`config.mk`:
```
export PLATFORM = sky130hd
export DESIGN_NAME = fdc_host_xfer
export DESIGN_NICKNAME = d
export VERILOG_FILES = /design/src/rtl/fdc_host_xfer.sv
export SDC_FILE = /design/constraint.sdc
export NUM_CORES = 1
export LEC_CHECK = 0
export BUFFER_PORTS_ARGS = -buffer_cell sky130_fd_sc_hd__buf_4
export CAP_MARGIN = 25
export CELL_PAD_IN_SITES_DETAIL_PLACEMENT = 0
export CELL_PAD_IN_SITES_GLOBAL_PLACEMENT = 2
export CORE_MARGIN = 2
export CORE_UTILIZATION = 34
export CTS_CLUSTER_SIZE = 10
export DETAILED_ROUTE_END_ITERATION = 10
export GPL_TIMING_DRIVEN = 0
export PLACE_DENSITY = 0.86
export SYNTH_ARGS = -nofsm -noshare
export SYNTH_HDL_FRONTEND = slang
export SYNTH_SLANG_ARGS = --single-unit
export TNS_END_PERCENT = 50
```
`constraint.sdc`:
```
create_clock -name clk -period 1.4 [get_ports clk]
set_input_delay 0.21 -clock clk [delete_from_list [all_inputs] [get_ports clk]]
set_output_delay 0.21 -clock clk [all_outputs]
set_load 0.05 [all_outputs]
```
`src/rtl/fdc_host_xfer.sv`:
```
module fdc_host_xfer #(
  parameter int DW = 8
) (
  input  logic          clk,
  input  logic          rst_n,
  input  logic [1:0]    host_addr,
  input  logic          host_rd,
  input  logic          host_wr,
  input  logic [DW-1:0] host_wdata,
  output logic [DW-1:0] host_rdata,
  output logic [DW-1:0] cmd_reg,
  output logic          cmd_go,
  input  logic          cmd_done,
  input  logic          drive_ready,
  input  logic          xfer_active,
  input  logic          xfer_write,
  input  logic          rx_valid,
  input  logic [DW-1:0] rx_byte,
  input  logic          tx_need,
  output logic [DW-1:0] tx_byte,
  output logic          wgate,
  output logic          drq,
  output logic          intrq,
  output logic          busy
);
  localparam logic [DW-1:0] CMD_RST = DW'(3);
  localparam logic [DW-1:0] SEC_RST = DW'(1);
  localparam logic [3:0]    FORCE_OP = 4'hD;

  logic [DW-1:0] cmd_q, trk_q, sec_q, dat_q, tx_q;
  logic busy_q, drq_q, lost_q, irq_q, nrdy_q, primed_q, wact_d, go_q;

  wire wr_cmd   = host_wr && host_addr == 2'd0;
  wire is_force = host_wdata[DW-1:DW-4] == FORCE_OP;
  wire accept   = wr_cmd && (!busy_q || is_force);
  wire rd_stat  = host_rd && host_addr == 2'd0;
  wire rd_dat   = host_rd && host_addr == 2'd3;
  wire wr_dat   = host_wr && host_addr == 2'd3;
  wire wact     = xfer_active && xfer_write;
  wire rx_ev    = xfer_active && !xfer_write && rx_valid;
  wire tx_ev    = wact && tx_need;
  wire wr_start = wact && !wact_d;
  wire done_ev  = cmd_done && busy_q;

  wire [DW-1:0] status = {nrdy_q, {(DW-4){1'b0}}, lost_q, drq_q && xfer_active, busy_q};

  always_ff @(posedge clk or negedge rst_n) begin
    if (!rst_n) begin
      cmd_q    <= CMD_RST;
      trk_q    <= '0;
      sec_q    <= SEC_RST;
      dat_q    <= '0;
      tx_q     <= '0;
      busy_q   <= 1'b0;
      drq_q    <= 1'b0;
      lost_q   <= 1'b0;
      irq_q    <= 1'b0;
      nrdy_q   <= 1'b0;
      primed_q <= 1'b0;
      wact_d   <= 1'b0;
      go_q     <= 1'b0;
    end else begin
      nrdy_q <= !drive_ready;
      wact_d <= wact;
      go_q   <= accept;

      if (accept) begin
        cmd_q  <= host_wdata;
        busy_q <= !is_force;
      end else if (done_ev) begin
        busy_q <= 1'b0;
      end

      if (done_ev || (accept && is_force && host_wdata[3]))
        irq_q <= 1'b1;
      else if (wr_cmd || rd_stat)
        irq_q <= 1'b0;

      if (host_wr && host_addr == 2'd1) trk_q <= host_wdata;
      if (host_wr && host_addr == 2'd2) sec_q <= host_wdata;

      if (rx_ev)       dat_q <= rx_byte;
      else if (wr_dat) dat_q <= host_wdata;

      if (accept)                           drq_q <= 1'b0;
      else if (rx_ev || tx_ev || wr_start)  drq_q <= 1'b1;
      else if (rd_dat || wr_dat)            drq_q <= 1'b0;

      if (accept && !is_force)              lost_q <= 1'b0;
      else if ((rx_ev || tx_ev) && drq_q)   lost_q <= 1'b1;

      if (tx_ev) tx_q <= drq_q ? '0 : dat_q;

      if (!wact)       primed_q <= 1'b0;
      else if (wr_dat) primed_q <= 1'b1;
    end
  end

  always_comb begin
    case (host_addr)
      2'd0:    host_rdata = status;
      2'd1:    host_rdata = trk_q;
      2'd2:    host_rdata = sec_q;
      default: host_rdata = dat_q;
    endcase
  end

  assign cmd_reg = cmd_q;
  assign cmd_go  = go_q;
  assign tx_byte = tx_q;
  assign wgate   = wact && primed_q;
  assign drq     = drq_q;
  assign intrq   = irq_q;
  assign busy    = busy_q;
endmodule

```
==> impl_summary.txt, run 1 <==
----------------------------------------------------
[Clock network]
  TritonCTS clock tree ... done
  Clock sinks ... 48
  Clock network latency to the later pin of the worst-skew pair ... 0.30 ns
  Max Buffers Root-to-Sink ... 2
  Inserted Clock Buffers ... 5
  H-tree depth reported by CTS ... 2
  Root buffer cell ... sky130_fd_sc_hd__clkbuf_8
  Reg clk slew, reported paths ... 0.09 ns

[Yosys]
  Count of mapped cells out of synthesis ... 168
  Main combinational cell family by area after synthesis ... multiplexers
  Cell Area, Synth ... 0.00214 mm²
  Post-synth cell types ... 27
  XOR/XNOR share of the synthesized area ... 0
  Per-instance average area after synthesis ... 12.8 µm²
  Proportion of synthesized area in mux cells ... 0.232
  Sequential-to-total area share from yosys stat ... 0.563
  Adder-cell share of the synthesized area ... 0
  Area fraction in compound gates after synthesis ... 0.0905
  Seq cells post-synth ... 48
  Yosys synthesis warning count ... 0
  Simple-gate portion of the synthesized area ... 0.0999
  Synthesized Nets ... 196

[Hold path]
  Worst hold start ... drive_ready
  Worst min path class ... input pin to flop

[Cells and area]
  Commonest cells after routing, fill and taps aside ... sky130_fd_sc_hd__buf_4 (55), sky130_fd_sc_hd__dfrtp_1 (43), sky130_fd_sc_hd__mux2_2 (25)
  Number of cells in the finished layout apart from fillers ... 315
  Count of inserted antenna diode cells ... 0
  Most common cell after layout, fill and taps aside ... sky130_fd_sc_hd__buf_4
  Net count reported at finish ... 267
  Area added between synthesis and finish ... 35.6%
  Core Util, Final ... 0.485
  Layout cell share with drive strength beyond 1 ... 0.483

[Global routing]
  Overall routing resource usage ... 0.157
  Largest net degree at the start of global routing ... 49
  First-pass GRT wire length ... 8500 µm
  Via count of the first global-routing pass ... 1,667
  Antenna violations before repair ... 0
  Global route overflow ... 0

[Setup path]
  Largest stage delay on the critical path ... 0.46 ns
  CP Class ... flop to output pin
  Max stage delay cell, worst path ... sky130_fd_sc_hd__mux4_2
  Startpoint types ... flop
  Critical path, cell by cell ... and2_4 > mux4_2 > buf_6
  CP Max Fanout ... 2
  Critical Path Start ... drq
  Combined buffer and inverter count along the critical path ... 1
  Data required time of the critical path ... 1.19 ns
  Worst path arrival time ... 1.48 ns
  Critical path's top delay family ... multiplexers
  Endpoint class of the critical path ... output pin
  R2r startpoint ... busy

[Power and ir drop]
  IR Drop Worst-Case VDD ... 0.727 mV
  Cell Int Power ... 0.00289 W
  Cell Pwr Density ... 1500 mW/mm²
  Combinational cell fraction of total power ... 0.343
  Switch share ... 0.339
  Net switching power ... 0.00148 W
  Pwr Total ... 0.00437 W
  Leakage Power ... 1.36 nW
  Sequential power share ... 0.409
  Portion of total power attributed to the clock network ... 0.247

[Timing]
  Number of setup violations in the final report ... 15
  Post-route worst setup slack ... -0.287 ns
  Final-report max-slew violation count ... 0
  Setup repair after global routing missed its margin ... true
  Maximum frequency from static timing analysis ... 593 MHz
  Crit share post-route ... 1.21
  Final setup skew ... 0.00869 ns
  Setup Total Neg Slack ... -1.52 ns
  Relative max-transition margin ... 0.587
  Shortest period the worst path allows ... 1.69 ns
  Actual transition at the worst max-transition pin ... 0.619 ns
  Fin. Hold Viols ... 0

[Floorplanning]
  Die X-Extent ... 83.4 µm
  Initial core utilization ... 0.358
  Row count ... 28
  Core region area ... 0.00599 mm²
  Number of primary I/O pins ... 57
  Die Area ... 0.00695 mm²
  Vertical die dimension ... 83.4 µm

[Placement]
  Cells after DPL ... 299
  Half-perimeter wire length after detailed placement ... 3640 µm
  Final weighted congestion in routability-driven placement ... 0.726
  Count of port buffers added during placement ... 56
  Setup slack at placement ... -0.285 ns

[Drt]
  DR pass1 iterations ... 4
  Total via count in the routed design ... 1,548
  Remaining antenna violation count ... 0
  Total routed wire length on the met1 layer ... 2320 µm
  Met2 layer wire length in the routed design ... 2470 µm
  Number of vias per cell after detailed routing ... 4.91
  Aggregate routed wire length ... 5120 µm
  Detail-routed net length per standard cell ... 16.3 µm
  Initial DRC count ... 44
  Residual DRC count ... 0
  Routed met3 length ... 277 µm
  Topmost layer with routed signal wires ... met4

[Run status]
  Violations in the final reports ... setup timing
  Status ... complete, but fails checks

[Run]
  Max-capacitance violation count ... 0

----------------------------------------------------
worst paths after layout:
| kind | to | slack (ns) | cells past startpoint |
|---|---|---|---|
| max in group asynchronous | drq | 0.49 | 2 |
| min in group asynchronous | wact_d | 0.47 | 2 |
| worst max register to register | cmd_reg[6] | -0.04 | 3 |
| worst min-delay path | nrdy_q | 0.04 | 2 |
| worst min register to register | tx_byte[1] | 0.48 | 2 |
| worst max-delay path | host_rdata[1] | -0.29 | 3 |
cell families (layout without fill, tap and decap cells):
family	after synthesis	after routing
multiplexers	41	41
flip-flops	48	48
buffers and inverters	8	80
AND/OR/NAND/NOR	41	41
AO/OA/AOI/OAI	30	30
worst reg2reg max path: cells and delay by family (launching register included):
| kind | cells | cell delay (ns) |
|---|---|---|
| flops | 1 | 0.43 |
| mux | 1 | 0.39 |
| compound gates | 1 | 0.38 |
| buf+inv | 1 | 0.14 |
per-stage QoR:
| step | hold WS [ns] | cell area [µm²] |
|---|---|---|
| 2_1_floorplan | -0.0856 | 2150 |
| 3_3_place_gp | 0.269 | 2660 |
| 3_5_place_dp | 0.264 | 2660 |
| 4_1_cts | 0.0333 | 2880 |
| 5_1_grt | 0.0384 | 2910 |
| 6_report | 0.0395 | 2910 |
layer usage:
| metal | up-vias | track usage |
|---|---|---|
| met5 | - | 0 |
| met1 | 755 | 0.201 |
| met2 | 41 | 0.260 |
| met4 | 0 | 0.0492 |
| met3 | 5 | 0.0417 |
| li1 | 747 | - |
final cells by class:
type                            count  area (µm²)
Buffer                              5        25.0
Clock buffer                        7        96.3
Clock inverter                      1        30.0
Fill cell                         560        3090
Inverter                            3        11.3
Multi-Input combinational cell    112         925
Sequential cell                    48        1210
Tap cell                           75        93.8
Timing Repair Buffer               64         517
power by group through the flow:
stage / Combinational [W] / Sequential, W / Clock, W
floorplan: 0.000557 / 0.00219 / 0
global placement: 0.00137 / 0.00182 / 0
detailed placement: 0.00138 / 0.00184 / 0
CTS: 0.00149 / 0.00179 / 0.00111
global route: 0.00160 / 0.00182 / 0.00117
finish: 0.00150 / 0.00179 / 0.00108
synth_stat cells:
cell | number | share of area
sky130_fd_sc_hd__o2bb2ai_1 | 1 | 0.0041
sky130_fd_sc_hd__nand2b_1 | 8 | 0.023
sky130_fd_sc_hd__or3b_4 | 1 | 0.0053
sky130_fd_sc_hd__nor2b_1 | 1 | 0.0029
sky130_fd_sc_hd__clkbuf_1 | 3 | 0.0053
sky130_fd_sc_hd__mux2i_1 | 8 | 0.037
sky130_fd_sc_hd__mux2_2 | 29 | 0.15
sky130_fd_sc_hd__a221o_1 | 1 | 0.0047
sky130_fd_sc_hd__a21boi_0 | 1 | 0.0035
sky130_fd_sc_hd__dfrtp_1 | 45 | 0.53
sky130_fd_sc_hd__o21ai_0 | 9 | 0.021
sky130_fd_sc_hd__nand4b_1 | 1 | 0.0041
sky130_fd_sc_hd__a21oi_1 | 11 | 0.026
sky130_fd_sc_hd__nand3b_1 | 4 | 0.014
sky130_fd_sc_hd__nor2_1 | 12 | 0.021
sky130_fd_sc_hd__o31a_1 | 1 | 0.0041
sky130_fd_sc_hd__and3_1 | 1 | 0.0029
sky130_fd_sc_hd__a22o_1 | 4 | 0.016
sky130_fd_sc_hd__nand3_1 | 2 | 0.0047
sky130_fd_sc_hd__buf_2 | 2 | 0.0047
sky130_fd_sc_hd__nand2_1 | 9 | 0.016
sky130_fd_sc_hd__o211ai_1 | 1 | 0.0035
sky130_fd_sc_hd__a21oi_4 | 1 | 0.0076
sky130_fd_sc_hd__dfstp_2 | 3 | 0.037
sky130_fd_sc_hd__and2_1 | 2 | 0.0058
sky130_fd_sc_hd__inv_1 | 3 | 0.0053
sky130_fd_sc_hd__mux4_2 | 4 | 0.042
timing repair:
action / CTS / global route
hold endpoints to repair: 45 / 0
pin swaps: 1 / 0
buffers inserted: 5 / 2
gates resized for setup: 12 / 4
hold buffers: 1 / 0
endpoints found under the setup margin: 8 / 15
Note: power is estimated with default switching activity, not from simulation.
==> run 2, diff against run 1 <==
--- a/config.mk
+++ b/config.mk
@@ -9,12 +9,14 @@
 export CAP_MARGIN = 25
 export CELL_PAD_IN_SITES_DETAIL_PLACEMENT = 0
 export CELL_PAD_IN_SITES_GLOBAL_PLACEMENT = 2
+export CORE_ASPECT_RATIO = 0.75
 export CORE_MARGIN = 2
 export CORE_UTILIZATION = 34
 export CTS_CLUSTER_SIZE = 10
 export DETAILED_ROUTE_END_ITERATION = 10
 export GPL_TIMING_DRIVEN = 0
 export PLACE_DENSITY = 0.86
+export SETUP_SLACK_MARGIN = 0.05
 export SYNTH_ARGS = -nofsm -noshare
 export SYNTH_HDL_FRONTEND = slang
 export SYNTH_SLANG_ARGS = --single-unit
==> run 2 against run 1 <==
Against the previous run: the flow still finishes with violations (setup timing); core utilization shrank 1.6 points; final cell count grew 2.5%; sequential power is essentially flat; count of clock-buffer cells in the layout grew 1; clock skew shrank 0.0054 ns; fmax shrank 1.8%; flip-flop and latch count is the same; register-to-register slack is essentially flat; non-clock buffer count grew 2; total power shrank 4.8%; worst hold slack lost 0.0048 ns; critical endpoint unchanged.
==> impl_summary.txt, run 2 (synthesized netlist as in run 1, its figures left out) <==
----------------------------------------------------
[Run status]
  Status ... complete, but fails checks
  Violations in the final reports ... setup timing

[Clock network]
  TritonCTS clock tree ... done
  Root buffer cell ... sky130_fd_sc_hd__clkbuf_8
  H-tree depth reported by CTS ... 2 (unchanged)
  Clock network latency to the later pin of the worst-skew pair ... 0.30 ns (about the same)
  Clock sinks ... 48 (unchanged)
  Inserted Clock Buffers ... 5 (unchanged)
  Reg clk slew, reported paths ... 0.08 ns (about the same)
  Max Buffers Root-to-Sink ... 2 (unchanged)

[Floorplanning]
  Initial core utilization ... 0.346 (-0.0117)
  Vertical die dimension ... 72.7 µm (-13%)
  Number of primary I/O pins ... 57 (unchanged)
  Core region area ... 0.00619 mm² (+3.4%)
  Die Area ... 0.00696 mm² (about the same)
  Die X-Extent ... 95.7 µm (+15%)
  Row count ... 25 (-11%)

[Hold path]
  Worst min path class ... input pin to flop

[Timing]
  Actual transition at the worst max-transition pin ... 0.625 ns (+0.00512 ns)
  Relative max-transition margin ... 0.584 (-0.00341)
  Number of setup violations in the final report ... 13 (-2)
  Shortest period the worst path allows ... 1.72 ns (+0.0305 ns)
  Post-route worst setup slack ... -0.318 ns (-0.0305 ns)
  Maximum frequency from static timing analysis ... 582 MHz (-1.8%)
  Setup repair after global routing missed its margin ... true
  Crit share post-route ... 1.23 (+0.0218)
  Final setup skew ... 0.00331 ns (-0.00538 ns)
  Hold Slack ... 0.0346 ns (-0.00483 ns)
  Final-report max-slew violation count ... 0 (unchanged)
  Setup Total Neg Slack ... -1.59 ns (-0.0691 ns)
  Fin. Hold Viols ... 0 (unchanged)

[Run]
  Max-capacitance violation count ... 0 (unchanged)

[Placement]
  Final weighted congestion in routability-driven placement ... 0.702 (-3.3%)
  Cells after DPL ... 305 (+2.0%)
  Count of port buffers added during placement ... 56 (unchanged)
  Half-perimeter wire length after detailed placement ... 3660 µm (+0.54%)

[Power and ir drop]
  Pwr Total ... 0.00416 W (-4.8%)
  Leakage Power ... 1.36 nW (-0.10%)
  Cell Pwr Density ... 1430 mW/mm² (-4.7%)
  IR Drop Worst-Case VDD ... 0.838 mV (+15%)

[Cells and area]
  Most common cell after layout, fill and taps aside ... sky130_fd_sc_hd__buf_4
  Commonest cells after routing, fill and taps aside ... sky130_fd_sc_hd__buf_4 (58), sky130_fd_sc_hd__dfrtp_1 (43), sky130_fd_sc_hd__mux2_2 (25)
  Count of inserted antenna diode cells ... 0 (unchanged)
  Number of cells in the finished layout apart from fillers ... 323 (+2.5%)
  Net count reported at finish ... 269 (+0.75%)
  Layout cell share with drive strength beyond 1 ... 0.483 (about the same)
  Core Util, Final ... 0.468 (-0.0165)
  Area added between synthesis and finish ... 35.5%

[Setup path]
  Data required time of the critical path ... 1.19 ns (about the same)
  CP Max Fanout ... 2 (unchanged)
  Critical path, cell by cell ... and2_4 > mux4_2 > buf_6
  Max stage delay cell, worst path ... sky130_fd_sc_hd__mux4_2
  Largest stage delay on the critical path ... 0.47 ns (about the same)
  Endpoint class of the critical path ... output pin
  Worst path arrival time ... 1.51 ns (+0.03 ns)
  Startpoint types ... flop
  CP Class ... flop to output pin

[Drt]
  Aggregate routed wire length ... 5200 µm (+1.5%)
  Remaining antenna violation count ... 0 (unchanged)
  Residual DRC count ... 0 (unchanged)
  DR pass1 iterations ... 4 (unchanged)
  Number of vias per cell after detailed routing ... 4.96 (+0.86%)
  Initial DRC count ... 51 (+16%)
  Detail-routed net length per standard cell ... 16.1 µm (-0.97%)
  Total via count in the routed design ... 1,601 (+3.4%)

[Global routing]
  Via count of the first global-routing pass ... 1,598 (-4.1%)
  Global route overflow ... 0 (unchanged)
  Overall routing resource usage ... 0.162 (+0.00456)
  Largest net degree at the start of global routing ... 49 (unchanged)
  Antenna violations before repair ... 0 (unchanged)
  First-pass GRT wire length ... 8180 µm (-3.8%)

----------------------------------------------------
run 2: cell count changes in the layout (fill, tap and decap cells not counted):
cell	delta
sky130_fd_sc_hd__clkbuf_8	-1
sky130_fd_sc_hd__bufinv_16	-1
sky130_fd_sc_hd__clkbuf_1	+2
sky130_fd_sc_hd__buf_6	-1
sky130_fd_sc_hd__a22o_4	+1
sky130_fd_sc_hd__nor2b_2	-1
sky130_fd_sc_hd__buf_4	+3
sky130_fd_sc_hd__nor2b_4	+1
sky130_fd_sc_hd__a22o_1	-1
run 2: worst paths after layout:
path / start / end / slack [ns] / depth (start not counted)
worst min-delay path: drive_ready / nrdy_q / 0.03 / 2
worst min register to register: tx_byte[1] / tx_byte[1] / 0.49 / 2
max in group asynchronous: rst_n / drq / 0.49 / 2
min in group asynchronous: rst_n / cmd_reg[4] / 0.45 / 2
worst max register to register: busy / cmd_reg[2] / -0.04 / 3
worst max-delay path: drq / host_rdata[1] / -0.32 / 3
run 2: worst max-delay path: cells and delay by family, from the launching register on:
| family | cells | cell delay [ns] |
|---|---|---|
| buffers and inverters | 1 | 0.17 |
| flip-flops | 1 | 0.42 |
| multiplexers | 1 | 0.47 |
| AND/OR/NAND/NOR | 1 | 0.14 |
run 2: report_power, final:
group / switching [W] / internal [W]
clock network: 0.000449 / 0.000403
logic: 0.000897 / 0.000624
registers: 0.000135 / 0.00165
run 2: area by class of cell:
| cell class | instances | area (µm²) |
|---|---|---|
| fill | 614 | 3290 |
| inverter | 3 | 11.3 |
| clock buffer | 8 | 90.1 |
| multi-input combinational | 112 | 938 |
| timing repair buffer | 66 | 528 |
| buffer | 5 | 25.0 |
| sequential | 48 | 1210 |
| tap | 81 | 101 |
run 2: metrics by stage:
stage	setup WS [ns]	instance area (µm²)
2_1_floorplan	-0.120	2150
3_3_place_gp	-0.361	2670
3_5_place_dp	-0.362	2670
4_1_cts	-0.328	2840
5_1_grt	-0.378	2900
6_report	-0.318	2900
run 2: repair_timing:
action | 4_1_cts | 5_1_grt
endpoints found under the setup margin | 8 | 13
endpoints found under the hold margin | 45 | 0
pin swaps | 1 | 0
buffers inserted | 4 | 5
gates resized for setup | 12 | 5
hold buffers | 1 | 0
run 2: routing by layer:
metal	global-route usage	vias up	wire length [µm]
met5	0	-	0
met1	0.231	806	2560
li1	-	751	-
met2	0.239	36	2310
met3	0.0434	8	267
met4	0.0571	0	70
==> run 3, diff against run 2 <==
==> config.mk (replaced) <==
export PLATFORM = sky130hd
export DESIGN_NAME = fdc_host_xfer
export DESIGN_NICKNAME = d
export VERILOG_FILES = /design/src/rtl/fdc_host_xfer.sv
export SDC_FILE = /design/constraint.sdc
export NUM_CORES = 1
export LEC_CHECK = 0
export CAP_MARGIN = 25
export CELL_PAD_IN_SITES_DETAIL_PLACEMENT = 0
export CELL_PAD_IN_SITES_GLOBAL_PLACEMENT = 2
export CORE_ASPECT_RATIO = 1.4
export CORE_MARGIN = 2
export CORE_UTILIZATION = 40
export CTS_CLUSTER_SIZE = 10
export DETAILED_ROUTE_END_ITERATION = 10
export DONT_BUFFER_PORTS = 1
export GPL_TIMING_DRIVEN = 0
export PLACE_DENSITY = 0.84
export SETUP_SLACK_MARGIN = 0.05
export SYNTH_ARGS = -nofsm -noshare
export SYNTH_HDL_FRONTEND = slang
export SYNTH_SLANG_ARGS = --single-unit
export TNS_END_PERCENT = 50
==> run 3 against run 2 <==
Against the previous run: the run still ends with setup timing left; largest power group unchanged; core utilization rose by 1.5 points; setup slack got worse by 0.19 ns; first-iteration DRC count rose by 16%; count of clock-buffer cells in the layout is 2 lower; wire length decreased by 7.2%; final cell count is 22% lower; clock skew rose by 0.00097 ns; clock power rose by 15%; die area fell by 14%.
==> impl_summary.txt, run 3 (synthesized netlist as in run 1, its figures left out) <==
----------------------------------------------------
[Setup path]
  Critical path, cell by cell ... and2_4 > mux4_2
  Startpoint types ... flop
  Worst path arrival time ... 1.70 ns (+0.19 ns)
  Combined buffer and inverter count along the critical path ... 0 (-1)
  Largest stage delay on the critical path ... 0.62 ns (+0.15 ns)
  Endpoint class of the critical path ... output pin
  Number of cells on the worst reg-to-reg path ... 2 (-1)
  Setup slack of the most critical reg-to-reg path ... -0.04 ns (about the same)
  Max stage delay cell, worst path ... sky130_fd_sc_hd__mux4_2
  CP Max Fanout ... 7 (+5)
  R2r startpoint ... busy
  CP Class ... flop to output pin
  Critical path's top delay family ... multiplexers
  Data required time of the critical path ... 1.19 ns (about the same)
  End of the worst register-to-register path ... cmd_reg[7]

[Cells and area]
  Net count reported at finish ... 214 (-20%)
  Count of inserted antenna diode cells ... 0 (unchanged)
  Most common cell after layout, fill and taps aside ... sky130_fd_sc_hd__dfrtp_1
  Layout cell share with drive strength beyond 1 ... 0.348 (-0.136)
  Design area ... 0.00249 mm² (-14%)
  Area added between synthesis and finish ... 16.5%
  Commonest cells after routing, fill and taps aside ... sky130_fd_sc_hd__dfrtp_1 (43), sky130_fd_sc_hd__mux2_2 (26), sky130_fd_sc_hd__nor2_1 (12)

[Placement]
  Final weighted congestion in routability-driven placement ... 0.744 (+6.0%)
  Placed Area ... 0.00223 mm² (-16%)
  Count of port buffers added during placement ... 0 (-100%)
  Half-perimeter wire length after detailed placement ... 3440 µm (-6.0%)
  Setup slack at placement ... -0.188 ns (+0.174 ns)

[Clock network]
  TritonCTS clock tree ... done
  Clock sinks ... 48 (unchanged)
  Root buffer cell ... sky130_fd_sc_hd__clkbuf_8
  Inserted Clock Buffers ... 5 (unchanged)
  Reg clk slew, reported paths ... 0.09 ns (about the same)
  Max Buffers Root-to-Sink ... 2 (unchanged)
  Clock network latency to the later pin of the worst-skew pair ... 0.30 ns (about the same)
  H-tree depth reported by CTS ... 2 (unchanged)

[Timing]
  Crit share post-route ... 1.36 (+0.137)
  Shortest period the worst path allows ... 1.91 ns (+0.192 ns)
  Final setup skew ... 0.00427 ns (+0.000966 ns)
  Post-route worst setup slack ... -0.510 ns (-0.192 ns)
  Actual transition at the worst max-transition pin ... 0.493 ns (-0.132 ns)
  Maximum frequency from static timing analysis ... 523 MHz (-10%)
  Fin. Hold Viols ... 0 (unchanged)
  Number of setup violations in the final report ... 13 (unchanged)
  Relative max-transition margin ... 0.670 (+0.0868)
  Final-report max-slew violation count ... 0 (unchanged)
  Setup repair after global routing missed its margin ... true
  Setup Total Neg Slack ... -1.62 ns (-0.0358 ns)

[Power and ir drop]
  IR Drop Worst-Case VDD ... 0.811 mV (-3.2%)
  Cell Pwr Density ... 1590 mW/mm² (+11%)
  Cell Int Power ... 0.00255 W (-4.7%)
  Sequential power share ... 0.556 (+0.127)
  Net switching power ... 0.00142 W (-4.1%)
  Combinational cell fraction of total power ... 0.196 (-0.170)
  Pwr Total ... 0.00397 W (-4.5%)
  Portion of total power attributed to the clock network ... 0.248 (+0.043)
  Switch share ... 0.358 (+0.00156)
  Leakage Power ... 1.10 nW (-19%)

[Drt]
  Number of vias per cell after detailed routing ... 5.41 (+9.1%)
  Detail-routed net length per standard cell ... 19.1 µm (+18%)
  Residual DRC count ... 0 (unchanged)
  DR pass1 iterations ... 4 (unchanged)
  Remaining antenna violation count ... 0 (unchanged)
  Aggregate routed wire length ... 4830 µm (-7.2%)
  Initial DRC count ... 59 (+16%)
  Total via count in the routed design ... 1,368 (-15%)

[Global routing]
  Via count of the first global-routing pass ... 1,553 (-2.8%)
  Antenna violations before repair ... 0 (unchanged)
  Largest net degree at the start of global routing ... 49 (unchanged)
  Global route overflow ... 0 (unchanged)
  First-pass GRT wire length ... 7960 µm (-2.7%)
  Overall routing resource usage ... 0.178 (+0.0163)

[Hold path]
  Worst Hold Path Cells ... 1 (-1)
  Worst min path class ... input pin to flop
  Worst hold start ... host_wdata[5]
  Endpoint of the worst hold-timing path ... cmd_reg[5]

[Floorplanning]
  Core region area ... 0.00516 mm² (-17%)
  Initial core utilization ... 0.415 (+0.0694)
  Number of primary I/O pins ... 57 (unchanged)
  Die X-Extent ... 65.8 µm (-31%)
  Vertical die dimension ... 90.6 µm (+25%)
  Row count ... 31 (+24%)
  Die Area ... 0.00596 mm² (-14%)

[Run status]
  Status ... complete, but fails checks
  Violations in the final reports ... setup timing

[Run]
  Max-capacitance violation count ... 0 (unchanged)

----------------------------------------------------
## run 3: worst max-delay path by stage
stage | from | endpoint | slack, ns | cells past startpoint
after floorplan | drq | host_rdata[1] | -0.12 | 2
after global placement | drq | host_rdata[1] | -0.19 | 2
after detailed placement | drq | host_rdata[1] | -0.19 | 2
after CTS | drq | host_rdata[1] | -0.52 | 2
after global routing | drq | host_rdata[1] | -0.54 | 2
final | drq | host_rdata[1] | -0.51 | 2
## run 3: metal layers
metal / GRT usage / part of all wire / vias up
met5: 0 / 0 / -
met4: 0.0764 / 0.031 / 0
met3: 0.0648 / 0.058 / 12
met2: 0.300 / 0.53 / 37
met1: 0.197 / 0.38 / 680
li1: - / - / 639
## run 3: layout make-up
type | instances | area, µm²
plain buffers | 5 | 22.5
clock buffers | 6 | 72.6
clock inverters | 2 | 35.0
fillers | 487 | 2660
inverters | 3 | 11.3
multi-input cells | 112 | 957
flip-flops and latches | 48 | 1210
well taps | 66 | 82.6
repair buffers | 11 | 104
## run 3: stage by stage
stage | hold slack, ns | cells | utilization
final | 0.0310 | 253 | 0.484
after global routing | 0.0193 | 253 | 0.484
after CTS | -0.413 | 249 | 0.473
after detailed placement | -0.0839 | 234 | 0.432
after global placement | -0.0839 | 234 | 0.432
after floorplan | -0.0856 | 168 | -
## run 3: repair_timing
item	4_1_cts	5_1_grt
hold endpoints to repair	49	48
setup endpoints to repair	15	16
hold buffers	1	2
pin swaps	3	3
buffers inserted	6	2
resized for setup	14	1
## run 3: power groups by stage
stage               logic (W)  registers, W  clock network [W]
floorplan            0.000557       0.00219                  0
global placement     0.000613       0.00223                  0
detailed placement   0.000629       0.00225                  0
CTS                  0.000730       0.00221            0.00101
global route         0.000840       0.00224            0.00108
finish               0.000777       0.00221           0.000985
